## config.mk

```make
export PLATFORM = sky130hd
export DESIGN_NAME = cfg_serial_loader
export DESIGN_NICKNAME = d
export VERILOG_FILES = /design/src/rtl/cfgl_pkg.sv /design/src/rtl/cfgl_sync.sv /design/src/rtl/cfgl_cclk_gen.sv /design/src/rtl/cfgl_shreg.sv /design/src/rtl/cfgl_timer.sv /design/src/rtl/cfg_serial_loader.sv
export SDC_FILE = /design/constraint.sdc
export NUM_CORES = 1
export LEC_CHECK = 0
export ABC_AREA = 1
export ABC_CLOCK_PERIOD_IN_PS = 2700
export CORE_ASPECT_RATIO = 0.5
export CORE_MARGIN = 1.5
export CORE_UTILIZATION = 25
export CTS_CLUSTER_SIZE = 28
export DETAILED_ROUTE_END_ITERATION = 12
export GPL_ROUTABILITY_DRIVEN = 0
export MAX_ROUTING_LAYER = met4
export PLACE_DENSITY_LB_ADDON = 0.25
export SETUP_SLACK_MARGIN = 0.5
export SLEW_MARGIN = 15
export SYNTH_ARGS = -nofsm -noshare
export SYNTH_HDL_FRONTEND = slang
export SYNTH_SLANG_ARGS = --single-unit
```

## constraint.sdc

```tcl
create_clock -name clk -period 2.7 [get_ports clk]
set_clock_uncertainty 0.2 [all_clocks]
set_input_delay 0.405 -clock clk [delete_from_list [all_inputs] [get_ports clk]]
set_output_delay 0.405 -clock clk [all_outputs]
set_load 0.005 [all_outputs]
```

## src/rtl/cfgl_pkg.sv

```systemverilog
package cfgl_pkg;

  localparam int BYTE_W = 8;

  typedef enum logic [2:0] {
    ST_IDLE     = 3'd0,
    ST_BUSY     = 3'd1,
    ST_OK       = 3'd2,
    ST_INIT_TMO = 3'd3,
    ST_CRC_ERR  = 3'd4,
    ST_DONE_TMO = 3'd5,
    ST_RB_REJ   = 3'd6
  } cfg_status_e;

  typedef enum logic [2:0] {
    S_IDLE,
    S_PROG_LO,
    S_WAIT_HI,
    S_FETCH,
    S_SHIFT,
    S_TRAIL
  } cfg_fsm_e;

endpackage

```

## src/rtl/cfgl_sync.sv

```systemverilog
module cfgl_sync #(
  parameter int W = 2,
  parameter logic [W-1:0] RST = '0
) (
  input  logic         clk,
  input  logic         rst_n,
  input  logic [W-1:0] d,
  output logic [W-1:0] q
);
  for (genvar i = 0; i < W; i++) begin : g_bit
    logic [1:0] ff_q;
    always_ff @(posedge clk or negedge rst_n) begin
      if (!rst_n) ff_q <= {2{RST[i]}};
      else        ff_q <= {ff_q[0], d[i]};
    end
    assign q[i] = ff_q[1];
  end
endmodule

```

## src/rtl/cfgl_cclk_gen.sv

```systemverilog
module cfgl_cclk_gen #(
  parameter int HALF_CYC = 4
) (
  input  logic clk,
  input  logic rst_n,
  input  logic en,
  output logic cclk,
  output logic period_end
);
  localparam int LW = (HALF_CYC > 1) ? $clog2(HALF_CYC) : 1;
  localparam logic [LW-1:0] LAST = LW'(HALF_CYC - 1);

  logic [LW-1:0] cnt_q;

  always_ff @(posedge clk or negedge rst_n) begin
    if (!rst_n) begin
      cnt_q <= '0;
      cclk  <= 1'b0;
    end else if (!en) begin
      cnt_q <= '0;
      cclk  <= 1'b0;
    end else if (cnt_q == LAST) begin
      cnt_q <= '0;
      cclk  <= ~cclk;
    end else begin
      cnt_q <= cnt_q + 1'b1;
    end
  end

  // end of the high half: the bit just sampled is finished
  assign period_end = en && cclk && (cnt_q == LAST);
endmodule

```

## src/rtl/cfgl_shreg.sv

```systemverilog
module cfgl_shreg
  import cfgl_pkg::*;
(
  input  logic              clk,
  input  logic              rst_n,
  input  logic              load,
  input  logic              shift,
  input  logic [BYTE_W-1:0] d,
  output logic              msb,
  output logic              last_bit
);
  localparam int BW = $clog2(BYTE_W);

  logic [BYTE_W-1:0] sh_q;
  logic [BW-1:0]     idx_q;

  always_ff @(posedge clk or negedge rst_n) begin
    if (!rst_n) begin
      sh_q  <= '0;
      idx_q <= '0;
    end else if (load) begin
      sh_q  <= d;
      idx_q <= '0;
    end else if (shift) begin
      sh_q  <= {sh_q[BYTE_W-2:0], 1'b0};
      idx_q <= idx_q + 1'b1;
    end
  end

  assign msb      = sh_q[BYTE_W-1];
  assign last_bit = (idx_q == BW'(BYTE_W - 1));
endmodule

```

## src/rtl/cfgl_timer.sv

```systemverilog
module cfgl_timer #(
  parameter int LIMIT = 500000
) (
  input  logic clk,
  input  logic rst_n,
  input  logic clr,
  input  logic run,
  output logic expired
);
  localparam int TW = $clog2(LIMIT + 1);
  localparam logic [TW-1:0] TOP = TW'(LIMIT);

  logic [TW-1:0] cnt_q;

  always_ff @(posedge clk or negedge rst_n) begin
    if (!rst_n)                  cnt_q <= '0;
    else if (clr)                cnt_q <= '0;
    else if (run && cnt_q != TOP) cnt_q <= cnt_q + 1'b1;
  end

  assign expired = (cnt_q == TOP);
endmodule

```

## src/rtl/cfg_serial_loader.sv

```systemverilog
module cfg_serial_loader
  import cfgl_pkg::*;
#(
  parameter int HALF_CYC = 4,
  parameter int WAIT_CYC = 500000,
  parameter int CNT_W    = 24
) (
  input  logic             clk,
  input  logic             rst_n,
  input  logic             start,
  input  logic             rb_req,
  input  logic [CNT_W-1:0] byte_count,
  input  logic             s_valid,
  input  logic [7:0]       s_data,
  output logic             s_ready,
  output logic             tgt_prog_n,
  output logic             tgt_cclk,
  output logic             tgt_din,
  input  logic             tgt_init_n,
  input  logic             tgt_done,
  output logic [2:0]       status
);
  cfg_fsm_e        st_q, st_d;
  cfg_status_e     stat_q, stat_d;
  logic [CNT_W-1:0] rem_q, rem_d;

  logic init_s, done_s;
  logic tick, expired;
  logic sh_load, sh_shift, sh_msb, sh_last;

  cfgl_sync #(.W(2), .RST(2'b01)) u_sync (
    .clk  (clk),
    .rst_n(rst_n),
    .d    ({tgt_done, tgt_init_n}),
    .q    ({done_s, init_s})
  );

  cfgl_cclk_gen #(.HALF_CYC(HALF_CYC)) u_clk (
    .clk       (clk),
    .rst_n     (rst_n),
    .en        (st_q inside {S_SHIFT, S_TRAIL}),
    .cclk      (tgt_cclk),
    .period_end(tick)
  );

  cfgl_shreg u_sh (
    .clk     (clk),
    .rst_n   (rst_n),
    .load    (sh_load),
    .shift   (sh_shift),
    .d       (s_data),
    .msb     (sh_msb),
    .last_bit(sh_last)
  );

  cfgl_timer #(.LIMIT(WAIT_CYC)) u_tmr (
    .clk    (clk),
    .rst_n  (rst_n),
    .clr    (st_d != st_q),
    .run    (st_q inside {S_PROG_LO, S_WAIT_HI, S_TRAIL}),
    .expired(expired)
  );

  always_comb begin
    st_d     = st_q;
    stat_d   = stat_q;
    rem_d    = rem_q;
    s_ready  = 1'b0;
    sh_load  = 1'b0;
    sh_shift = 1'b0;
    unique case (st_q)
      S_IDLE: begin
        if (start) begin
          st_d   = S_PROG_LO;
          stat_d = ST_BUSY;
          rem_d  = byte_count;
        end else if (rb_req) begin
          stat_d = ST_RB_REJ;
        end
      end
      S_PROG_LO: begin
        if (!init_s) begin
          st_d = S_WAIT_HI;
        end else if (expired) begin
          st_d   = S_IDLE;
          stat_d = ST_INIT_TMO;
        end
      end
      S_WAIT_HI: begin
        if (init_s) begin
          st_d = S_FETCH;
        end else if (expired) begin
          st_d   = S_IDLE;
          stat_d = ST_INIT_TMO;
        end
      end
      S_FETCH: begin
        if (rem_q == '0) begin
          st_d = S_TRAIL;
        end else if (!init_s && !done_s) begin
          st_d   = S_IDLE;
          stat_d = ST_CRC_ERR;
        end else begin
          s_ready = 1'b1;
          if (s_valid) begin
            sh_load = 1'b1;
            rem_d   = rem_q - 1'b1;
            st_d    = S_SHIFT;
          end
        end
      end
      S_SHIFT: begin
        if (tick) begin
          if (sh_last) st_d = S_FETCH;
          else         sh_shift = 1'b1;
        end
      end
      S_TRAIL: begin
        if (done_s) begin
          st_d   = S_IDLE;
          stat_d = ST_OK;
        end else if (expired) begin
          st_d   = S_IDLE;
          stat_d = ST_DONE_TMO;
        end
      end
      default: st_d = S_IDLE;
    endcase
  end

  always_ff @(posedge clk or negedge rst_n) begin
    if (!rst_n) begin
      st_q   <= S_IDLE;
      stat_q <= ST_IDLE;
      rem_q  <= '0;
    end else begin
      st_q   <= st_d;
      stat_q <= stat_d;
      rem_q  <= rem_d;
    end
  end

  assign tgt_prog_n = (st_q != S_PROG_LO);
  assign tgt_din    = (st_q == S_SHIFT) ? sh_msb : 1'b1;
  assign status     = stat_q;
endmodule

```

==> summary.txt, run 1 <==
Drt
  – Via count: approximately 4.0k
  – ANT nets after route: 0
  – Post-route DRC violation count: 0
  – Iteration-0 DRC count of the detailed router: 303
  – TritonRoute pass-1 iters: 4
  – Via-to-Cell Ratio: around 4.5
  – Total routed wirelength: between 10,000 and 15,000 um
  – WL/cell: ~13 um

Floorplan
  – Number of top-level pins: 46
  – Starting utilization of the core area: 25.83%
  – Area of the core: 0.01652 mm^2
  – Die footprint: 0.01790 mm^2
  – Horiz. Die Dim: ~190 um
  – Chip Height: between 90 and 100 um
  – Number of placement rows: 33

Setup path
  – R2R Path End: rem_q[23]$_DFFE_PN0P_
  – Setup slack on the worst flop-to-flop path: 0.47 ns
  – Kind of start point of the critical path: register
  – Cell Chain, Critical Path: nor2_2, buf_4, buf_6, buf_6, buf_6, buf_6, buf_6, buf_6, buf_6, buf_6, buf_6, nand2_4, nor2_4, nand3_1, nand3_1, o211ai_1, o21ai_1
  – CP Class: register to register
  – CP Max Fanout: 2
  – Buffers plus inverters on the worst setup path: 10
  – CP Data Required Time: 2.71 ns
  – Highest cell delay on the worst timing path: between 0.3 and 0.4 ns
  – Kind of cell with the highest combined delay on the critical path: buffers and inverters
  – Crit-path most repeated cell: sky130_fd_sc_hd__buf_6
  – Reg2Reg Launch Point: rem_q[21]$_DFFE_PN0P_
  – Reg2Reg Depth: 17
  – Crit path DAT: around 2.2 ns
  – Endpoint kind of the worst setup timing path: register
  – Cell with the biggest individual delay on the critical path: sky130_fd_sc_hd__dfrtp_1

Place
  – Port Buffers: 45
  – Detailed Place HPWL: 7878 um

Pwr
  – Power density of the placed cells: between 900 and 1000 mW/mm^2
  – Total power consumption of the routed design: 5.795 mW
  – Maximum VDD drop: approximately 0.00036 V
  – Leakage power figure: ~2.6 nW

Synthesis
  – Fraction of the mapped netlist area in adder cells: ~1.8%
  – Count of flip-flops with a built-in enable after synthesis: 0
  – Count of state elements after synthesis: 67
  – Synthesized netlist net count: around 620
  – Sequential fraction of the synthesis area: 39.37%
  – Most used flip-flop cell after synthesis: sky130_fd_sc_hd__dfrtp_1
  – Share of synthesized cell area in and, or, nand and nor gates: about 37%
  – Synth Area per Inst: approximately 7.4 um^2
  – Distinct cells, synth: 46
  – Post-Synthesis Cell Area: approximately 0.0043 mm^2
  – Xor/xnor cell area share of the yosys netlist: 3.696%
  – Synth Area in Compound Gates: approximately a tenth
  – YS warnings: 0
  – Largest family of logic cells by synthesized area: simple AND/OR/NAND/NOR gates
  – Synth Instances: between 500 and 600
  – Portion of netlist area occupied by mux cells: less than 1%
  – Proportion of register bits with asynchronous set or reset after synthesis: between 90% and 100%

Global routing
  – Global-route total usage across every layer: 13.50%
  – Total global routing overflow: 0
  – Maximum number of pins on one net before global-route repair: 29
  – Wire length of the first global-routing pass: between 15,000 and 20,000 um
  – Via count of the first global-routing pass: 3,915
  – Antenna violations before repair: 0

Finish
  – Fraction of layout cells with a size suffix above 1: between 20% and 30%
  – Layout-stage area growth over the synthesis result: 36.99%
  – Ant diodes: 0
  – Number of nets in the layout: 711

STA
  – Slew @ Worst Pin: between 0.6 and 0.7 ns
  – Fin. max-slew vios: 0
  – Crit share post-route: between 80% and 90%
  – Highest attainable clock frequency: approximately 450 MHz
  – Remaining max-slew budget at the tightest pin: 57.28%
  – Final setup violation count: 0
  – Final critical path time including I/O delays and setup: between 2 and 2.5 ns
  – Setup_tns: 0 ns
  – Setup repair after global routing missed its margin: yes
  – Hold Vio Cnt, Final: 0

Clock tree
  – CTS sink count: 67
  – Clock input transition at the sequential cells of the worst setup and hold paths: approximately 0.050 ns
  – Clock latency at the later pin of the worst-skew pair: about 0.34 ns
  – Number of buffers created by CTS: 9
  – Number of H-tree levels: 3
  – TritonCTS clock tree: built
  – Maximum root-to-sink buffer count: 2
  – Clock tree root buffer cell: sky130_fd_sc_hd__clkbuf_16

Status
  – Status: complete, no violations

Hold path
  – Type of the worst min-delay path: register to register
  – Worst Hold Depth: 0
  – Worst Hold Path EP: u_sync.g_bit[0].ff_q[1]$_DFF_PN1_
  – Hold Crit Start: u_sync.g_bit[0].ff_q[0]$_DFF_PN1_

Flow run
  – Max-Cap Viols: 0
-- sequential cells by signal (all words and copies together), names as in the netlist --
register / count
rem_q: 24
st_q: 3
status: 3
u_clk.cclk: 1
u_clk.cnt_q: 2
u_sh.idx_q: 3
u_sh.sh_q: 8
u_sync.g_bit.ff_q: 4
u_tmr.cnt_q: 19
-- metal layers --
layer,global-route usage [%],routed length (um)
met1,16.88,5572
met2,22.10,5305
met4,3.600,172
met3,3.202,334
met5,-,0
-- cell usage after synthesis (all sizes together) (6+ instances only) --
cell	count	share of area (%)
nand4	13	2.4
o221ai	6	1.2
xor2	14	2.9
nand2	148	14
a31oi	9	1.6
buf	8	1.7
ha	6	1.8
o21ai	36	4.2
inv	69	6.1
nor2	106	12
nor3	9	1.2
nand3	49	6.3
dfrtp	65	38
-- placed cells by master, fill, tap and decap left out, types with 3 or more instances in the layout --
master and instances:
sky130_fd_sc_hd__dfrtp_2 3, sky130_fd_sc_hd__o221ai_1 6, sky130_fd_sc_hd__a31oi_1 7, sky130_fd_sc_hd__xor2_1 12
sky130_fd_sc_hd__o211ai_1 5, sky130_fd_sc_hd__nand3b_1 3, sky130_fd_sc_hd__xnor2_1 4, sky130_fd_sc_hd__nand2_2 13
sky130_fd_sc_hd__nand2_1 131, sky130_fd_sc_hd__nand3_1 43, sky130_fd_sc_hd__clkdlybuf4s50_1 41, sky130_fd_sc_hd__nand3_2 3
sky130_fd_sc_hd__dfrtp_1 62, sky130_fd_sc_hd__nor2_4 18, sky130_fd_sc_hd__nand4_1 11, sky130_fd_sc_hd__nor2_1 71
sky130_fd_sc_hd__o21ai_1 12, sky130_fd_sc_hd__buf_12 3, sky130_fd_sc_hd__clkbuf_16 9, sky130_fd_sc_hd__nor3_1 8
sky130_fd_sc_hd__nand2_4 3, sky130_fd_sc_hd__buf_4 34, sky130_fd_sc_hd__inv_1 58, sky130_fd_sc_hd__nand3_4 3
sky130_fd_sc_hd__inv_2 10, sky130_fd_sc_hd__buf_6 9, sky130_fd_sc_hd__a21oi_1 4, sky130_fd_sc_hd__nor2_2 16
sky130_fd_sc_hd__o21ai_0 24, sky130_fd_sc_hd__ha_1 5
-- kinds of logic (layout without fill, tap and decap cells) --
family | Yosys count | in the layout
AND/OR/NAND/NOR | 333 | 334
buffers and inverters | 82 | 178
AO/OA/AOI/OAI | 67 | 67
flip-flops | 67 | 67
XOR/XNOR | 18 | 18
adder cells (fa/ha/maj) | 6 | 6
multiplexers | 1 | 1
-- power by group --
part | switching (mW) | internal, mW | leakage, nW | total [mW]
registers | 0.254 | 1.32 | 0.845 | 1.57
logic | 1.82 | 1.26 | 1.58 | 3.07
clock network | 0.438 | 0.712 | 0.136 | 1.15
-- worst register-to-register path, stage by stage, from the launching register on --
cell                       delay [ns]
sky130_fd_sc_hd__dfrtp_1         0.37
sky130_fd_sc_hd__nor2_2          0.06
sky130_fd_sc_hd__buf_4           0.13
sky130_fd_sc_hd__buf_6           0.11
sky130_fd_sc_hd__buf_6           0.11
sky130_fd_sc_hd__buf_6           0.10
sky130_fd_sc_hd__buf_6           0.10
sky130_fd_sc_hd__buf_6           0.10
sky130_fd_sc_hd__buf_6           0.10
sky130_fd_sc_hd__buf_6           0.10
sky130_fd_sc_hd__buf_6           0.10
sky130_fd_sc_hd__buf_6           0.11
sky130_fd_sc_hd__nand2_4         0.06
sky130_fd_sc_hd__nor2_4          0.04
sky130_fd_sc_hd__nand3_1         0.09
sky130_fd_sc_hd__nand3_1         0.07
sky130_fd_sc_hd__o211ai_1        0.08
sky130_fd_sc_hd__o21ai_1         0.08
-- through the flow --
stage | hold WS, ns | std cells | cell area [um^2] | setup slack, ns | util [%]
after floorplan | -0.09059 | 574 | 4265 | 0.7396 | -
after global placement | 0.1483 | 842 | 4992 | 0.3919 | 30.23
after detailed placement | 0.1496 | 842 | 4992 | 0.3797 | 30.23
after CTS | 0.1564 | 886 | 5597 | 0.4234 | 33.89
after global routing | 0.1608 | 898 | 5843 | 0.3440 | 35.38
final | 0.1539 | 898 | 5843 | 0.4717 | 35.38
-- worst max-delay path by stage --
stage | startpoint | endpoint | slack, ns | depth (start not counted)
after floorplan | u_tmr.cnt_q[0]$_DFFE_PN0P_ | u_tmr.cnt_q[6]$_DFFE_PN0P_ | 0.74 | 12
after global placement | s_valid | u_tmr.cnt_q[12]$_DFFE_PN0P_ | 0.39 | 12
after detailed placement | rem_q[0]$_DFFE_PN0P_ | s_ready | 0.38 | 8
after CTS | rem_q[21]$_DFFE_PN0P_ | rem_q[23]$_DFFE_PN0P_ | 0.42 | 17
after global routing | rem_q[21]$_DFFE_PN0P_ | rem_q[23]$_DFFE_PN0P_ | 0.34 | 18
final | rem_q[21]$_DFFE_PN0P_ | rem_q[23]$_DFFE_PN0P_ | 0.47 | 17
-- cell type report --
class | count | area, um^2
fill | 1744 | 10670
multi-input combinational | 426 | 2440
tap | 227 | 284.0
sequential | 67 | 1683
timing repair buffer | 92 | 868.3
inverter | 70 | 280.3
clock buffer | 11 | 232.7
clock inverter | 5 | 55.05
-- what timing repair did --
action,4_1_cts,5_1_grt
setup endpoints to repair,21,37
pin swaps,10,13
hold buffers,1,0
resized for setup,33,40
setup buffers,27,11
gates cloned,0,1
hold endpoints to repair,22,0
Note: power is estimated with default switching activity, not from simulation.
==> inputs of run 2 (changes only) <==
Settings changed: ABC_CLOCK_PERIOD_IN_PS 2700 to 2100.
Clock period 2.7 ns to 2.1 ns, I/O delays scaled along.
==> run 2 against run 1 <==
The run now ends with setup timing left; critical path depth stayed put; clock-buffer cell count is 1 higher; first-iteration DRC count decreased by 43%; combinational power is 63% higher; maximum frequency fell by 0.13%; largest power group unchanged; highest routed layer unchanged.
==> summary.txt, run 2 (synthesized netlist as in run 1, its figures left out) <==
Setup path
  – CP Max Fanout: 2
  – Kind of start point of the critical path: register
  – Cell Chain, Critical Path: nor2_4, buf_6, buf_6, buf_6, buf_6, buf_6, buf_6, buf_6, buf_6, buf_6, nand2_4, nor2_4, nand3_1, nand2_1, nand3_1, o211ai_1, o21ai_1
  – Cell with the biggest individual delay on the critical path: sky130_fd_sc_hd__dfrtp_1
  – Crit-path most repeated cell: sky130_fd_sc_hd__buf_6
  – CP Data Required Time: ~2.1 ns
  – Setup slack on the worst flop-to-flop path: -0.13 ns
  – Highest cell delay on the worst timing path: 0.40 ns
  – Crit path DAT: ~2.2 ns
  – Buffers plus inverters on the worst setup path: 9
  – Kind of cell with the highest combined delay on the critical path: buffers and inverters
  – CP Class: register to register
  – Endpoint kind of the worst setup timing path: register

Floorplan
  – Chip Height: 95.36 um
  – Horiz. Die Dim: about 190 um
  – Number of placement rows: 33
  – Area of the core: approximately 0.017 mm^2
  – Die footprint: about 0.018 mm^2
  – Starting utilization of the core area: 25.83%
  – Number of top-level pins: between 40 and 50

Finish
  – FF/Latch Area: about 0.0017 mm^2
  – Largest register by flop count: rem_q
  – Fraction of layout cells with a size suffix above 1: between 30% and 40%
  – Layout fillers: between 1.5k and 2k
  – Ant diodes: 0
  – Layout-stage area growth over the synthesis result: 51.22%
  – Max FFs per register: 24
  – Most frequent cells in the layout: sky130_fd_sc_hd__nand2_1 (125), sky130_fd_sc_hd__dfrtp_1 (63), sky130_fd_sc_hd__nor2_1 (57)
  – Number of standard cells in the final layout excluding fillers: just over 900
  – Area of the multi-input gates: roughly 0.0026 mm^2
  – Number of nets in the layout: roughly 740
  – Largest regs: rem_q (24), u_tmr.cnt_q (19), u_sh.sh_q (8)
  – Post-Layout Inst Area: ~0.0064 mm^2
  – Most common cell after layout, fill and taps aside: sky130_fd_sc_hd__nand2_1

Pwr
  – Total power consumption of the routed design: 8.606 mW
  – Leakage power figure: 2.824 nW
  – Power density of the placed cells: ~1300 mW/mm^2
  – Maximum VDD drop: around 0.0006 V

Drt
  – Via count: between 4k and 5k
  – Post-route DRC violation count: 0
  – Via-to-Cell Ratio: between 4 and 5
  – ANT nets after route: 0
  – TritonRoute pass-1 iters: 5
  – Iteration-0 DRC count of the detailed router: roughly 170
  – Total routed wirelength: between 10,000 and 15,000 um
  – WL/cell: 12.80 um

STA
  – Crit share post-route: 106.2%
  – Setup_tns: -0.9210 ns
  – Highest attainable clock frequency: about 450 MHz
  – Fin. max-slew vios: 0
  – Hold Vio Cnt, Final: 0
  – Setup repair after global routing missed its margin: yes
  – Min setup slack post-route: -0.1312 ns
  – Slew @ Worst Pin: approximately 0.39 ns
  – Final critical path time including I/O delays and setup: approximately 2.2 ns
  – Final setup violation count: 30
  – Remaining max-slew budget at the tightest pin: about three quarters

Global routing
  – Antenna violations before repair: 0
  – Total global routing overflow: 0
  – Maximum number of pins on one net before global-route repair: around 70
  – Global-route total usage across every layer: 14.56%
  – Via count of the first global-routing pass: ~4.2k
  – Wire length of the first global-routing pass: roughly 20,000 um

Clock tree
  – TritonCTS clock tree: built
  – Clock tree root buffer cell: sky130_fd_sc_hd__clkbuf_16
  – Number of buffers created by CTS: 9
  – Maximum root-to-sink buffer count: 2
  – Number of H-tree levels: 3
  – CTS sink count: 67
  – Clock latency at the later pin of the worst-skew pair: between 0.3 and 0.4 ns
  – Clock input transition at the sequential cells of the worst setup and hold paths: 0.05 ns

Status
  – Failing checks: setup timing
  – Status: finished with violations

Flow run
  – Max-Cap Viols: 0

Place
  – Post-detailed-placement cell area: ~0.0055 mm^2
  – Port Buffers: 45
  – Number of placed cells counting well taps: roughly 880
  – Detailed Place HPWL: between 7000 and 8000 um

Hold path
  – Type of the worst min-delay path: register to register
==> run 2: area by class of cell <==
type / count / share of cell area [%]
Clock buffer: 12 / 3.977
Tap cell: 227 / 4.403
Inverter: 70 / 4.384
Sequential cell: 67 / 26.07
Multi-Input combinational cell: 425 / 40.16
Timing Repair Buffer: 125 / 19.88
Clock inverter: 4 / 1.125
==> run 2: worst reg2reg max path, stage by stage, from the launching register on <==
cell and delay (ns):
sky130_fd_sc_hd__dfrtp_1 0.40, sky130_fd_sc_hd__nor2_4 0.16, sky130_fd_sc_hd__buf_6 0.11, sky130_fd_sc_hd__buf_6 0.08, sky130_fd_sc_hd__buf_6 0.09, sky130_fd_sc_hd__buf_6 0.09, sky130_fd_sc_hd__buf_6 0.08, sky130_fd_sc_hd__buf_6 0.08
sky130_fd_sc_hd__buf_6 0.08, sky130_fd_sc_hd__buf_6 0.08, sky130_fd_sc_hd__buf_6 0.08, sky130_fd_sc_hd__nand2_4 0.05, sky130_fd_sc_hd__nor2_4 0.09, sky130_fd_sc_hd__nand3_1 0.08, sky130_fd_sc_hd__nand2_1 0.06, sky130_fd_sc_hd__nand3_1 0.07
sky130_fd_sc_hd__o211ai_1 0.13, sky130_fd_sc_hd__o21ai_1 0.10
==> run 2: final timing paths <==
check | from | endpoint | cells past startpoint
worst min register to register | u_sync.g_bit[1].ff_q[0]$_DFF_PN0_ | u_sync.g_bit[1].ff_q[1]$_DFF_PN0_ | 0
worst max register to register | rem_q[17]$_DFFE_PN0P_ | rem_q[18]$_DFFE_PN0P_ | 17
worst max-delay path | rem_q[17]$_DFFE_PN0P_ | rem_q[18]$_DFFE_PN0P_ | 17
min in group asynchronous | rst_n | u_tmr.cnt_q[12]$_DFFE_PN0P_ | 3
max in group asynchronous | rst_n | u_sync.g_bit[0].ff_q[1]$_DFF_PN1_ | 3
worst min-delay path | u_sync.g_bit[1].ff_q[0]$_DFF_PN0_ | u_sync.g_bit[1].ff_q[1]$_DFF_PN0_ | 0
==> run 2: layer usage <==
| layer | routed length, um | vias to the layer above | part of all wire, % | GRT usage, % |
|---|---|---|---|---|
| li1 | - | 2126 | - | - |
| met1 | 5555 | 1934 | 47 | 16.82 |
| met2 | 5796 | 54 | 49 | 25.56 |
| met3 | 361 | 15 | 3.0 | 3.386 |
| met4 | 191 | 0 | 1.6 | 4.400 |
| met5 | 0 | - | 0 | - |
==> run 2: metrics by stage <==
step                hold slack (ns)  util, %  worst slack [ns]
finish                       0.1471    39.05           -0.1312
global route                 0.1539    39.05           -0.2275
CTS                          0.1512    37.92          -0.04142
detailed placement           0.1387    33.10           0.06283
global placement             0.1432    33.10           0.05516
floorplan                   -0.1806        -            0.1586
==> run 2: timing repair <==
item	4_1_cts	5_1_grt
hold endpoints to repair	65	0
endpoints found under the setup margin	67	63
buffers inserted	20	4
gates cloned	4	1
hold buffers	1	0
pin swaps	19	14
resized for setup	87	33
==> run 2: power breakdown <==
part	switching (mW)	total, mW	leakage, nW	internal, mW
logic	2.66	4.99	1.82	2.32
clock network	0.560	1.66	0.159	1.10
registers	0.264	1.96	0.846	1.69
